$ cat src/rtl/if_neuron_pkg.sv
package if_neuron_pkg;

    typedef enum logic [1:0] {
        PH_INTEG = 2'd0,
        PH_FIRE  = 2'd1,
        PH_REFR  = 2'd2
    } phase_e;

    function automatic int clamp_int(input int v, input int lo, input int hi);
        if (v > hi) return hi;
        if (v < lo) return lo;
        return v;
    endfunction

endpackage

$ cat src/rtl/if_cfg_regs.sv
module if_cfg_regs #(
    parameter int THR_W   = 12,
    parameter int REFR_W  = 8,
    parameter int DEF_THR = 64,
    parameter int DEF_REFR = 0
) (
    input  logic                     clk,
    input  logic                     rst,
    input  logic                     we,
    input  logic signed [THR_W-1:0]  thr_in,
    input  logic        [REFR_W-1:0] refr_in,
    output logic signed [THR_W-1:0]  thr_q,
    output logic        [REFR_W-1:0] refr_q
);
    always_ff @(posedge clk) begin
        if (rst) begin
            thr_q  <= THR_W'(DEF_THR);
            refr_q <= REFR_W'(DEF_REFR);
        end else if (we) begin
            thr_q  <= thr_in;
            refr_q <= refr_in;
        end
    end
endmodule

$ cat src/rtl/if_lane_sum.sv
module if_lane_sum #(
    parameter int N_LANES  = 16,
    parameter int W_WEIGHT = 8,
    parameter int W_SUM    = W_WEIGHT + $clog2(N_LANES)
) (
    input  logic [N_LANES-1:0]          valid,
    input  logic [N_LANES*W_WEIGHT-1:0] weights,
    output logic signed [W_SUM-1:0]     sum
);
    logic signed [W_SUM-1:0] lane_ext [N_LANES];

    for (genvar g = 0; g < N_LANES; g++) begin : g_lane
        logic signed [W_WEIGHT-1:0] w;
        assign w = weights[g*W_WEIGHT +: W_WEIGHT];
        assign lane_ext[g] = valid[g] ? W_SUM'(w) : '0;
    end

    always_comb begin
        sum = '0;
        for (int i = 0; i < N_LANES; i++) begin
            sum = sum + lane_ext[i];
        end
    end
endmodule

$ cat src/rtl/if_accum.sv
module if_accum
    import if_neuron_pkg::*;
#(
    parameter int W_ACC = 12,
    parameter int W_SUM = 12
) (
    input  logic                    clk,
    input  logic                    rst,
    input  phase_e                  phase,
    input  logic signed [W_SUM-1:0] sum,
    input  logic signed [W_ACC-1:0] thr,
    output logic                    fire_req,
    output logic                    fb_q
);
    localparam int ACC_HI = (1 <<< (W_ACC - 1)) - 1;
    localparam int ACC_LO = -(1 <<< (W_ACC - 1));

    logic signed [W_ACC-1:0] acc_q;
    int                      nxt_int;
    logic                    integ;

    assign integ    = (phase == PH_INTEG);
    assign nxt_int  = clamp_int(int'(acc_q) + int'(sum), ACC_LO, ACC_HI);
    assign fire_req = integ && (nxt_int >= int'(thr));

    always_ff @(posedge clk) begin
        if (rst) begin
            acc_q <= '0;
            fb_q  <= 1'b0;
        end else if (integ) begin
            fb_q  <= fire_req;
            acc_q <= fire_req ? '0 : W_ACC'(nxt_int);
        end else begin
            fb_q  <= 1'b0;
            acc_q <= '0;
        end
    end

    AST_QUIET_ACC: assert property (@(posedge clk) disable iff (rst)
        (phase != PH_INTEG) |-> (acc_q == '0));

    AST_NO_WRAP: assert property (@(posedge clk) disable iff (rst)
        (integ && !fire_req && (sum >= 0)) |=> (acc_q >= $past(acc_q)));

    AST_CLEAR_ON_FIRE: assert property (@(posedge clk) disable iff (rst)
        fire_req |=> (acc_q == '0));
endmodule

$ cat src/rtl/if_phase_ctrl.sv
module if_phase_ctrl
    import if_neuron_pkg::*;
#(
    parameter int W_REFR = 8
) (
    input  logic              clk,
    input  logic              rst,
    input  logic              fire_req,
    input  logic [W_REFR-1:0] refr,
    output phase_e            phase_q
);
    logic [W_REFR-1:0] cnt_q;

    always_ff @(posedge clk) begin
        if (rst) begin
            phase_q <= PH_INTEG;
            cnt_q   <= '0;
        end else begin
            unique case (phase_q)
                PH_INTEG: if (fire_req) phase_q <= PH_FIRE;
                PH_FIRE: begin
                    if (refr == '0) begin
                        phase_q <= PH_INTEG;
                    end else begin
                        phase_q <= PH_REFR;
                        cnt_q   <= refr;
                    end
                end
                PH_REFR: begin
                    if (cnt_q == W_REFR'(1)) phase_q <= PH_INTEG;
                    else cnt_q <= cnt_q - W_REFR'(1);
                end
                default: phase_q <= PH_INTEG;
            endcase
        end
    end

    AST_SPIKE_SINGLE: assert property (@(posedge clk) disable iff (rst)
        (phase_q == PH_FIRE) |=> (phase_q != PH_FIRE));

    AST_REFR_ZERO: assert property (@(posedge clk) disable iff (rst)
        (phase_q == PH_FIRE && refr == '0) |=> (phase_q == PH_INTEG));

    AST_REFR_HOLD: assert property (@(posedge clk) disable iff (rst)
        (phase_q == PH_REFR && cnt_q > W_REFR'(1)) |=> (phase_q == PH_REFR));
endmodule

$ cat src/rtl/if_neuron.sv
module if_neuron
    import if_neuron_pkg::*;
#(
    parameter int N_LANES  = 16,
    parameter int W_WEIGHT = 8,
    parameter int W_ACC    = 12,
    parameter int W_REFR   = 8,
    parameter int DEF_THR  = 64,
    parameter int DEF_REFR = 0
) (
    input  logic                          clk,
    input  logic                          rst,
    input  logic                          cfg_we,
    input  logic signed [W_ACC-1:0]       cfg_threshold,
    input  logic        [W_REFR-1:0]      cfg_refractory,
    input  logic        [N_LANES-1:0]     in_valid,
    input  logic [N_LANES*W_WEIGHT-1:0]   in_weight,
    output logic                          spike_o,
    output logic                          feedback_o
);
    localparam int W_SUM = W_WEIGHT + $clog2(N_LANES);

    logic signed [W_ACC-1:0]  thr_q;
    logic        [W_REFR-1:0] refr_q;
    logic signed [W_SUM-1:0]  lane_sum;
    logic                     fire_req;
    phase_e                   phase;

    if_cfg_regs #(.THR_W(W_ACC), .REFR_W(W_REFR), .DEF_THR(DEF_THR), .DEF_REFR(DEF_REFR)) cfg_i (
        .clk(clk), .rst(rst), .we(cfg_we), .thr_in(cfg_threshold),
        .refr_in(cfg_refractory), .thr_q(thr_q), .refr_q(refr_q)
    );

    if_lane_sum #(.N_LANES(N_LANES), .W_WEIGHT(W_WEIGHT), .W_SUM(W_SUM)) sum_i (
        .valid(in_valid), .weights(in_weight), .sum(lane_sum)
    );

    if_accum #(.W_ACC(W_ACC), .W_SUM(W_SUM)) acc_i (
        .clk(clk), .rst(rst), .phase(phase), .sum(lane_sum), .thr(thr_q),
        .fire_req(fire_req), .fb_q(feedback_o)
    );

    if_phase_ctrl #(.W_REFR(W_REFR)) ctrl_i (
        .clk(clk), .rst(rst), .fire_req(fire_req), .refr(refr_q), .phase_q(phase)
    );

    assign spike_o = (phase == PH_FIRE);

    AST_FB_MATCH: assert property (@(posedge clk) disable iff (rst)
        spike_o == feedback_o);
endmodule

$ cat config.mk
export PLATFORM = sky130hd
export DESIGN_NAME = if_neuron
export DESIGN_NICKNAME = d
export VERILOG_FILES = /design/src/rtl/if_neuron_pkg.sv /design/src/rtl/if_cfg_regs.sv /design/src/rtl/if_lane_sum.sv /design/src/rtl/if_accum.sv /design/src/rtl/if_phase_ctrl.sv /design/src/rtl/if_neuron.sv
export SDC_FILE = /design/constraint.sdc
export NUM_CORES = 1
export LEC_CHECK = 0
export ABC_AREA = 1
export BUFFER_PORTS_ARGS = -buffer_cell sky130_fd_sc_hd__buf_2
export CORE_ASPECT_RATIO = 1.75
export CORE_MARGIN = 3
export CORE_UTILIZATION = 57
export DETAILED_ROUTE_END_ITERATION = 10
export GPL_TIMING_DRIVEN = 0
export PLACE_DENSITY = 0.84
export SLEW_MARGIN = 20
export SYNTH_ARGS = -nofsm -noshare
export SYNTH_HDL_FRONTEND = slang
export SYNTH_HIERARCHICAL = 1
export SYNTH_SLANG_ARGS = --single-unit
$ cat constraint.sdc
create_clock -name clk -period 9.37 [get_ports clk]
set_input_delay 0.937 -clock clk [delete_from_list [all_inputs] [get_ports clk]]
set_output_delay 0.937 -clock clk [all_outputs]
set_load 0.02 [all_outputs]
# ---- Word-level counts from Yosys, hierarchy flattened
# Index checks and enable logic that the tools add are counted.
dict set report op_classes {
  add_sub_neg 17
  n_lt_le_gt_ge 3
  n_eq_ne 7
  n_mux 30
  bitwise 1
  n_reduce_logical 8
}
# operator n
set ops {}
lappend ops {{$mux W12} 16}
lappend ops {{$add A12 B12 Y12} 15}
lappend ops {{$mux W32} 3}
lappend ops {{$ge A32 B12 Y1} 1}
lappend ops {{$gt A32 B12 Y1 const B} 1}
lappend ops {{$lt A32 B12 Y1 const B} 1}
lappend ops {{$mux W8} 2}
lappend ops {{$pmux W8 S2} 1}
lappend ops {{$add A12 B12 Y13} 1}
lappend ops {{$mux W11} 1}
lappend ops {{$eq A8 B1 Y1 const B} 1}
lappend ops {{$logic_not A8 Y1} 1}
lappend ops {{$sub A8 B1 Y8 const B} 1}
lappend ops {{$mux W2} 3}
lappend ops {{$pmux W2 S3} 1}
lappend ops {{$ne A2 B1 Y1 const B} 2}
lappend ops {{$ne A2 B2 Y1 const B} 2}
lappend ops {{$mux W1} 3}
lappend ops {{$reduce_and A3 Y1} 1}
lappend ops {{$reduce_or A3 Y1} 1}
lappend ops {{$eq A2 B1 Y1 const B} 1}
lappend ops {{$eq A2 B2 Y1 const B} 1}
lappend ops {{$logic_not A2 Y1} 1}
lappend ops {{$reduce_and A2 Y1} 1}
lappend ops {{other kinds (4)} 4}
dict set report totals {
  reg_bits 43
  inputBits 167
  out_inout_bits 2
}

# ---- Longest topological paths before layout
# Gate-level depths: netlist of the first run.
dict set report depth {
  ltp_word 26
  depth_mapped 49
}

# ---- Modules after synthesis
# The synthesis of the first run kept the hierarchy.
# mod instances cells_per_inst area_per_inst_um2 seq_area_each_um2
set by_module_without_submodules {}
lappend by_module_without_submodules {if_lane_sum 1 558 4262.8 0.0}
lappend by_module_without_submodules {if_accum 1 248 1617.8 260.2}
lappend by_module_without_submodules {if_cfg_regs 1 126 832.0 400.4}
lappend by_module_without_submodules {if_phase_ctrl 1 110 684.4 200.2}
lappend by_module_without_submodules {if_neuron 1 2 10.0 0.0}

# ---- Worst setup path before layout of the first run
# OpenSTA, ideal clock, no wires.
dict set report synth_timing {
  kind {input port to flip-flop}
  start {input in_valid[15]}
  end {register acc_i.acc_q[11]}
  setup_time_ps 116
  arrival_time_ps 8104
  setup_slack_ps 1150
  path_stages 45
  n_path_buf 3
  path_cell_list {clkbuf_1 nand2_1 fa_1 inv_1 fa_1 inv_1 fa_1 inv_1 fa_1 fa_1 inv_1 fa_1 inv_1 ha_1 nand2_1 nand2_1 a21oi_1 nand3_1 [... 9 more ...] buf_12 a21oi_2 inv_1 ha_1 nand2_1 nor2_1 nor2_1 nand2_1 nand2_1 nand2_1 nand2_1 nand2_1 nand2_1 nand2_1 nand2_1 nand2_1 buf_2 nor2_1}
}
# element line_no
set synth_rtl {}
lappend synth_rtl {{start: declaration} if_neuron.sv:16} ;# input logic [N_LANES-1:0] in_valid,
lappend synth_rtl {{end signal: assignment} if_accum.sv:32} ;# acc_q <= fire_req ? '0 : W_ACC'(nxt_int);
lappend synth_rtl {{end: declaration} if_accum.sv:18} ;# logic signed [W_ACC-1:0] acc_q;

==> flow_summary.yaml, run 1 <==
worst_hold_path:
  hold_end: "cfg_i/thr_q[6]"
  worstHoldPathCells: 2
  hp-class: "reg2reg"
  hp-start: "cfg_i/thr_q[6]"
routing:
  ant_nets: 0
  dr.pass1.iters: 4
  vias_per_cell: 4.80
  wl_per_cell_um: 12.9
  vias: 6575
  drc_errors: 0
  finalWirelength_mm: 17.7
  drt-initial-drc-count: 177
grt:
  grt-ovfl-total: 0
  grt_pass1_wl_mm: 29.4
  grt_antenna_before_repair: 0
  gr-usage-all-layers: 0.256
  first_global_vias: 6751
  grt_max_degree: 15
logic_synthesis:
  synth_top_family_by_area: "adder cells"
  synthMuxAreaShare: 0
  synth-compound-area-share: 0.0400
  postSynthAreaPerCell_um2: 7.09
  async_flop_share: 0
  synth-edff-count: 0
  synthXorXnorAreaFrac: 0.0166
  synth_flop_cell: "dfxtp_1"
  synth-simple-area-share: 0.260
  synth_adder_area_share: 0.401
  synth.distinct_cells: 35
  syn_inst: 1044
  synth_seq_area_share: 0.116
  ys_ff_latch: 43
  yosysWarnings: 6
  syn_area_um2: 7410
  syn_nets: 1376
clock_network:
  cts_max_level: 2
  cts.reportedPaths.clkPinSlew_ps: 60
  cts.sinks: 43
  root_buffer: "clkbuf_16"
  clk_path_buf_depth: 2
  cts-resized-gates: 0
  hold_buffers: 0
  cts_buffers: 5
  cts_tree: "built"
  clk_latency_ps: 290
  cts_setup_buffers: 0
sta:
  slew_headroom: 0.638
  tightestPinTransition_ps: 543
  fmax_ghz: 0.114
  final-max-slew-violation-count: 0
  fin_setup_tns_ps: 0
  fin_crit_sh: 0.934
  rsz0062_at_grt: "no"
  setup_viol: 0
  skew_ps: 7.06
  finalHoldViolations: 0
  period_minus_slack_ps: 8750
die:
  fp.coreArea_um2: 12600
  die_area_um2: 14500
  pin_count: 169
  initial_core_util: 0.589
  die_y_um: 157
  die_w_um: 92.2
  rows: 54
placement:
  io_buffer_count: 151
  dp_hpwl_mm: 15.8
  place_congestion: 0.873
finish:
  diodes: 0
  synthToLayoutAreaGrowth_pct: 15.5
  fin_nets: 1534
  drive_gt1_frac: 0.177
critical_path:
  critPathRequiredTime_ps: 9600
  slowest_delay_ps: 580
  worst_setup_path_end_kind: "flop"
  critical_path_class: "in2reg"
  cp-start-kind: "input port"
  regToRegEndpoint: "acc_i/acc_q[2]"
  crit_arrival_ps: 8970
  cp_max_fo: 10
  r2r-start: "acc_i/acc_q[0]"
  reg2reg_slack_ps: 5690
  slowest_stage: "fa_1"
  crit_top_cell: "nand2_1"
  reg2reg_depth: 29
run:
  cap_violations: 0
run_status:
  status: "finished, final reports clean"
routing by layer:
metal  up-vias  global-route usage  part of all wire  wire (µm)
met5         -                   0                 0          0
met4         0               0.114             0.042        743
met3        55              0.0375             0.059       1040
met2       215               0.532              0.59      10400
met1      3013               0.235              0.31       5530
li1       3292                   -                 -          -
sequential cells by signal (all words and copies together) (netlist names):
register,flops
acc_i/acc_q,12
ctrl_i/phase_q,2
ctrl_i/cnt_q,8
acc_i/fb_q,1
cfg_i/thr_q,12
cfg_i/refr_q,8
how the worst max path moves through the flow:
stage / start / depth (start not counted) / to
after detailed placement: in_valid[15] / 45 / acc_i/acc_q[2]
after floorplan: in_valid[15] / 45 / acc_i/acc_q[11]
after global placement: in_valid[15] / 45 / acc_i/acc_q[1]
after CTS: in_valid[15] / 45 / acc_i/acc_q[2]
after global routing: in_valid[9] / 48 / acc_i/acc_q[5]
final: in_valid[12] / 43 / acc_i/acc_q[2]
synthesized netlist by cell type (2+ instances only):
| cell | instances | area, µm² |
|---|---|---|
| nand2_1 | 316 | 1190 |
| inv_1 | 283 | 1060 |
| fa_1 | 121 | 2420 |
| nor2_1 | 83 | 312 |
| ha_1 | 44 | 551 |
| dfxtp_1 | 43 | 861 |
| nand3_1 | 34 | 170 |
| a21oi_1 | 20 | 100 |
| clkbuf_1 | 16 | 60.1 |
| a21oi_2 | 10 | 87.6 |
| nand2_2 | 8 | 50.1 |
| o21ai_0 | 8 | 40.0 |
| xor2_1 | 8 | 70.1 |
| nand4_1 | 6 | 37.5 |
| xnor2_1 | 6 | 52.6 |
| buf_6 | 4 | 45.0 |
| inv_2 | 4 | 15.0 |
| nand2_4 | 4 | 45.0 |
| nand3_2 | 4 | 40.0 |
| buf_2 | 3 | 15.0 |
| nor2_2 | 3 | 18.8 |
| nor2_4 | 2 | 22.5 |
| nor2_8 | 2 | 40.0 |
worst max-delay path, delay by kind of cell:
family,cells,cell delay [ps]
buf+inv,5,870
compound gates,1,140
fa+ha+maj,10,4540
simple gates,27,2490
area by class of cell:
class,instances,area [µm²]
Clock buffer,5,125
Buffer,24,150
Inverter,289,1090
Multi-Input combinational cell,688,5320
Sequential cell,43,861
Tap cell,168,210
Clock inverter,3,43.8
Fill cell,1088,4020
Timing Repair Buffer,151,756
cells by family after synthesis:
kind of cell | after synthesis
AOI/OAI and AO/OA | 46
xor gates and xnor gates | 14
adders and majority gates | 165
buffers and inverters | 313
and+or+nand+nor | 463
DFF | 43
cells in the final DEF (no fill, tap or decap), types with 2 or more instances in the layout:
cell	instances
a21oi_1	20
a21oi_2	10
buf_2	153
buf_6	4
clkbuf_1	10
clkbuf_16	5
clkbuf_2	6
dfxtp_1	43
fa_1	121
ha_1	44
inv_1	283
inv_2	4
nand2_1	316
nand2_2	8
nand2_4	4
nand3_1	34
nand3_2	4
nand4_1	6
nor2_1	83
nor2_2	3
nor2_4	2
nor2_8	2
o21ai_0	8
xnor2_1	6
xor2_1	8
through the flow:
step / cells / hold slack, ps / utilization / worst slack (ps) / cell area [µm²]
after CTS: 1371 / 462 / 0.680 / 407 / 8540
after floorplan: 1044 / 428 / - / 1150 / 7410
final: 1371 / 463 / 0.681 / 622 / 8550
after global placement: 1363 / 440 / 0.666 / 272 / 8370
after global routing: 1371 / 491 / 0.681 / 6.67 / 8550
after detailed placement: 1363 / 448 / 0.666 / 151 / 8370
Power of run 1 is left out: the tool's default activity adds up to more than one toggle a clock period on the data nets, which glitch-free logic cannot reach.
==> run 2: changes to the inputs <==
PLACE_DENSITY = unset   (was 0.84)
PLACE_DENSITY_LB_ADDON = 0.12   (was unset)
==> run 2 against run 1 <==
Routed wire length down 2.5%. Final area up 0.25%. First-iteration DRC count grew 13%. Register-to-register slack improved by 40 ps. Sequential share of layout area barely moved. Fmax decreased by 0.35%. Clock skew down 3.8 ps. Utilization rose by 0.17 points. Critical path depth shrank 3. Count of clock-buffer cells in the layout is the same. Global-route usage is 0.30 points lower. Via count decreased by 1.1%. Critical path type unchanged. Highest routed layer unchanged.
==> flow_summary.yaml, run 2 (synthesis gave the netlist of run 1 again) <==
run_status:
  status: "finished, final reports clean"
clock_network:
  cts_setup_buffers: 0
  clk_path_buf_depth: 2
  root_buffer: "clkbuf_16"
  cts_tree: "built"
  cts.sinks: 43
  cts.reportedPaths.clkPinSlew_ps: 60
  clk_latency_ps: 290
  cts_buffers: 5
  cts_max_level: 2
placement:
  place_congestion: 0.870
  dp_hpwl_mm: 15.5
  io_buffer_count: 151
  placed_cell_area_um2: 8370
critical_path:
  reg2reg_slack_ps: 5730
  cp-start-kind: "input port"
  critical_path_class: "in2reg"
  regToRegEndpoint: "acc_i/acc_q[9]"
  crit_arrival_ps: 8960
  slowest_stage: "fa_1"
  critPathRequiredTime_ps: 9550
  worst_setup_path_end_kind: "flop"
  reg2reg_depth: 29
  slowest_delay_ps: 580
  cp-startpoint: "in_valid[12]"
  crit_path_end: "acc_i/acc_q[9]"
  r2r-start: "acc_i/acc_q[0]"
  crit_top_cell: "nand2_1"
  cp_max_fo: 10
grt:
  gr-usage-all-layers: 0.253
  first_global_vias: 6755
  grt-ovfl-total: 0
  grt_pass1_wl_mm: 29.3
  grt_max_degree: 15
  grt_antenna_before_repair: 0
finish:
  fin_nets: 1534
  multiInputGateArea_um2: 5320
  mostFrequentLayoutCell: "nand2_1"
  fin_area_um2: 8570
  synthToLayoutAreaGrowth_pct: 15.7
  drive_gt1_frac: 0.176
  utilization: 0.682
  most-common-layout-cells: "nand2_1, inv_1, buf_2"
  diodes: 0
  reg_top3: "acc_i/acc_q x12, cfg_i/thr_q x12"
  fill_cells: 1171
  register_area_um2: 861
routing:
  drc_errors: 0
  vias_per_cell: 4.74
  drt-initial-drc-count: 200
  vias: 6504
  wl_per_cell_um: 12.6
  dr.pass1.iters: 4
  finalWirelength_mm: 17.3
  ant_nets: 0
sta:
  skew_ps: 3.30
  fin_setup_tns_ps: 0
  slew_headroom: 0.625
  final-max-slew-violation-count: 0
  fin_crit_sh: 0.937
  fmax_ghz: 0.114
  period_minus_slack_ps: 8780
  rsz0062_at_grt: "no"
  finalHoldViolations: 0
  tightestPinTransition_ps: 563
  setup_viol: 0
die:
  pin_count: 169
  rows: 54
  die_area_um2: 14500
  die_y_um: 157
  fp.coreArea_um2: 12600
  initial_core_util: 0.589
  die_w_um: 92.2
worst_hold_path:
  hp-class: "reg2reg"
run:
  cap_violations: 0
-- run 2: area by class of cell --
class	instances	share of cell area
Multi-Input combinational cell	688	0.621
Tap cell	168	0.0245
Timing Repair Buffer	151	0.0881
Buffer	24	0.0169
Inverter	289	0.127
Sequential cell	43	0.100
Clock buffer	5	0.0146
Clock inverter	3	0.00788
-- run 2: routing by layer --
| layer | part of all wire | track usage |
|---|---|---|
| met5 | 0 | 0 |
| met4 | 0.044 | 0.107 |
| met1 | 0.33 | 0.246 |
| met2 | 0.58 | 0.518 |
| met3 | 0.054 | 0.0303 |
-- run 2: critical path, delay by kind of cell --
kind,cells,cell delay [ps]
compound gates,3,620
xor+xnor,1,180
fa+ha+maj,10,4440
buf+inv,5,930
simple gates,21,1820
-- run 2: worst min-delay path by stage --
stage	end	slack (ps)	startpoint	cells past startpoint
2_1_floorplan	cfg_i/thr_q[6]	430	cfg_i/thr_q[6]	2
3_3_place_gp	cfg_i/thr_q[6]	440	cfg_i/thr_q[6]	2
3_5_place_dp	cfg_i/thr_q[6]	460	cfg_i/thr_q[6]	2
4_1_cts	cfg_i/thr_q[6]	470	cfg_i/thr_q[6]	2
5_1_grt	cfg_i/thr_q[6]	490	cfg_i/thr_q[6]	2
6_report	cfg_i/thr_q[6]	470	cfg_i/thr_q[6]	2
-- run 2: timing repair --
item | 4_1_cts | 5_1_grt
resized for setup | 0 | 9
endpoints found under the setup margin | 0 | 10
hold buffers | 0 | 0
-- run 2: stage by stage --
step / hold slack, ps / worst slack, ps / cells
3_5_place_dp: 455 / 134 / 1363
3_3_place_gp: 445 / 261 / 1363
5_1_grt: 488 / 20.3 / 1371
4_1_cts: 470 / 383 / 1371
6_report: 467 / 591 / 1371
2_1_floorplan: 428 / 1150 / 1044
Power of run 2 is left out for the same reason.
==> run 3: changes to the inputs <==
CORE_UTILIZATION = 56   (was 57)
SYNTH_HIERARCHICAL = unset   (was 1)
==> run 3 against run 2 <==
Cell count fell by 10%. Routed wire length fell by 7.4%. Setup slack improved by 74 ps. Register-to-register slack got worse by 20 ps. Critical path depth fell by 2. Via count fell by 8.0%.
==> flow_summary.yaml, run 3 <==
logic_synthesis:
  yosysWarnings: 0
  syn_area_um2: 6950
  synth_largest_area_cell: "fa_1"
  synth-compound-area-share: 0.0865
  ys_ff_latch: 43
  synth_top_area_share: 0.349
  synth_flop_cell: "dfxtp_1"
  synthXorXnorAreaFrac: 0.0277
  syn_inst: 907
  synthMuxAreaShare: 0
  synth-edff-count: 0
  synth_common_cells: "inv_1, nand2_1, fa_1"
  synth.distinct_cells: 32
  synth-simple-area-share: 0.180
  ys_top_cells_by_area: "fa_1, inv_1, dfxtp_1"
  synth_seq_area_share: 0.124
  syn_nets: 1244
  postSynthAreaPerCell_um2: 7.66
  synth_adder_area_share: 0.437
  async_flop_share: 0
  synth_top_family_by_area: "adder cells"
  synth.most_common_cell: "inv_1"
sta:
  fmax_ghz: 0.115
  slew_headroom: 0.677
  fin_crit_sh: 0.929
  fin_setup_tns_ps: 0
  setup_viol: 0
  finalHoldViolations: 0
  rsz0062_at_grt: "no"
  period_minus_slack_ps: 8700
  tightestPinTransition_ps: 480
  skew_ps: 4.50
  final-max-slew-violation-count: 0
routing:
  ant_nets: 0
  finalWirelength_mm: 16.0
  dr.pass1.iters: 4
  drt-initial-drc-count: 206
  drc_errors: 0
  vias_per_cell: 4.86
  vias: 5986
  wl_per_cell_um: 13.0
critical_path:
  crit_arrival_ps: 8930
  critPathRequiredTime_ps: 9600
  critical_path_class: "in2reg"
  worst_setup_path_end_kind: "flop"
  cp-start-kind: "input port"
  reg2reg_slack_ps: 5710
  r2r-start: "acc_i.acc_q[0]"
  slowest_stage: "fa_1"
  slowest_delay_ps: 580
  crit_top_cell: "nand2_1"
  regToRegEndpoint: "acc_i.acc_q[10]"
  reg2reg_depth: 23
  cp_max_fo: 10
clock_network:
  cts.reportedPaths.clkPinSlew_ps: 60
  cts.sinks: 43
  root_buffer: "clkbuf_16"
  cts_setup_buffers: 0
  clk_path_buf_depth: 2
  cts_buffers: 5
  clk_latency_ps: 290
  cts_max_level: 2
  cts_tree: "built"
placement:
  io_buffer_count: 151
  dp_hpwl_mm: 14.5
  placed_cell_area_um2: 7910
  place_congestion: 0.977
run:
  cap_violations: 0
die:
  die_w_um: 90.2
  fp.coreArea_um2: 12100
  initial_core_util: 0.575
  die_area_um2: 13800
  rows: 53
  pin_count: 169
  die_y_um: 153
run_status:
  status: "finished, final reports clean"
finish:
  fin_nets: 1402
  mostFrequentLayoutCell: "inv_1"
  fin_area_um2: 8050
  fill_cells: 1154
  drive_gt1_frac: 0.181
  synthToLayoutAreaGrowth_pct: 15.9
  most-common-layout-cells: "inv_1, nand2_1, buf_2"
  reg_top3: "acc_i.acc_q x12, cfg_i.thr_q x12"
  diodes: 0
worst_hold_path:
  hp-start: "cfg_i.thr_q[8]"
  hp-class: "reg2reg"
  hold_end: "cfg_i.thr_q[8]"
  worstHoldPathCells: 2
grt:
  grt-ovfl-total: 0
  grt_antenna_before_repair: 0
  grt_max_degree: 14
  gr-usage-all-layers: 0.244
  first_global_vias: 6159
  grt_pass1_wl_mm: 27.3
==> run 3: changes by cell type in the layout (fill, tap and decap cells not counted), sizes merged, moves of 4 or more <==
cell / delta
xnor2: +4
ha: +5
nor2: -40
nand2: -113
clkbuf: +9
xor2: +4
inv: -53
o21ai: +28
buf: -5
nand4: +4
a21oi: +25
nand3: -15
==> run 3: logic make-up after synthesis <==
| logic type | after synthesis |
|---|---|
| xor gates and xnor gates | 22 |
| AOI/OAI and AO/OA | 106 |
| DFF | 43 |
| buffers and inverters | 264 |
| adders and majority gates | 170 |
| and+or+nand+nor | 302 |
==> run 3: timing repair <==
item,CTS,global route
hold buffers,0,0
gates resized for setup,0,3
setup endpoints to repair,0,10
==> run 3: through the flow <==
step           hold slack (ps)  setup WS [ps]  std cells   util
2_1_floorplan              440           1200        907      -
3_3_place_gp               452            359       1223  0.655
3_5_place_dp               455            286       1223  0.655
4_1_cts                    463            573       1231  0.667
5_1_grt                    491           11.0       1231  0.667
6_report                   461            666       1231  0.667
==> run 3: worst max-delay path by stage <==
stage | start | to | slack (ps)
floorplan | in_valid[15] | acc_i.acc_q[0] | 1200
global placement | in_valid[15] | acc_i.acc_q[10] | 360
detailed placement | in_valid[15] | acc_i.acc_q[10] | 290
CTS | in_valid[12] | acc_i.acc_q[10] | 570
global route | in_valid[12] | acc_i.acc_q[0] | 10
finish | in_valid[12] | acc_i.acc_q[10] | 670
==> run 3: area by class of cell <==
cell class                 count  area [µm²]  share of cell area
multi-input combinational    600        5080               0.631
inverter                     236         886               0.110
sequential                    43         861               0.107
timing repair buffer         151         756              0.0938
tap                          165         206              0.0256
clock buffer                   5         125              0.0155
buffer                        28         124              0.0154
clock inverter                 3        15.0             0.00186
==> run 3: routing by layer <==
metal / part of all wire / vias to the layer above / GRT usage / wire length (µm)
li1: - / 2987 / - / -
met1: 0.34 / 2819 / 0.251 / 5420
met2: 0.59 / 160 / 0.507 / 9520
met3: 0.045 / 20 / 0.0202 / 719
met4: 0.023 / 0 / 0.0687 / 361
met5: 0 / - / 0 / 0
==> run 3: worst max-delay path, delay by kind of cell <==
| family | cells | cell delay (ps) |
|---|---|---|
| buffers and inverters | 5 | 950 |
| adders and majority gates | 10 | 4470 |
| AOI/OAI and AO/OA | 3 | 410 |
| and+or+nand+nor | 19 | 1980 |
| xor gates and xnor gates | 1 | 160 |
Power of run 3 is left out for the same reason.
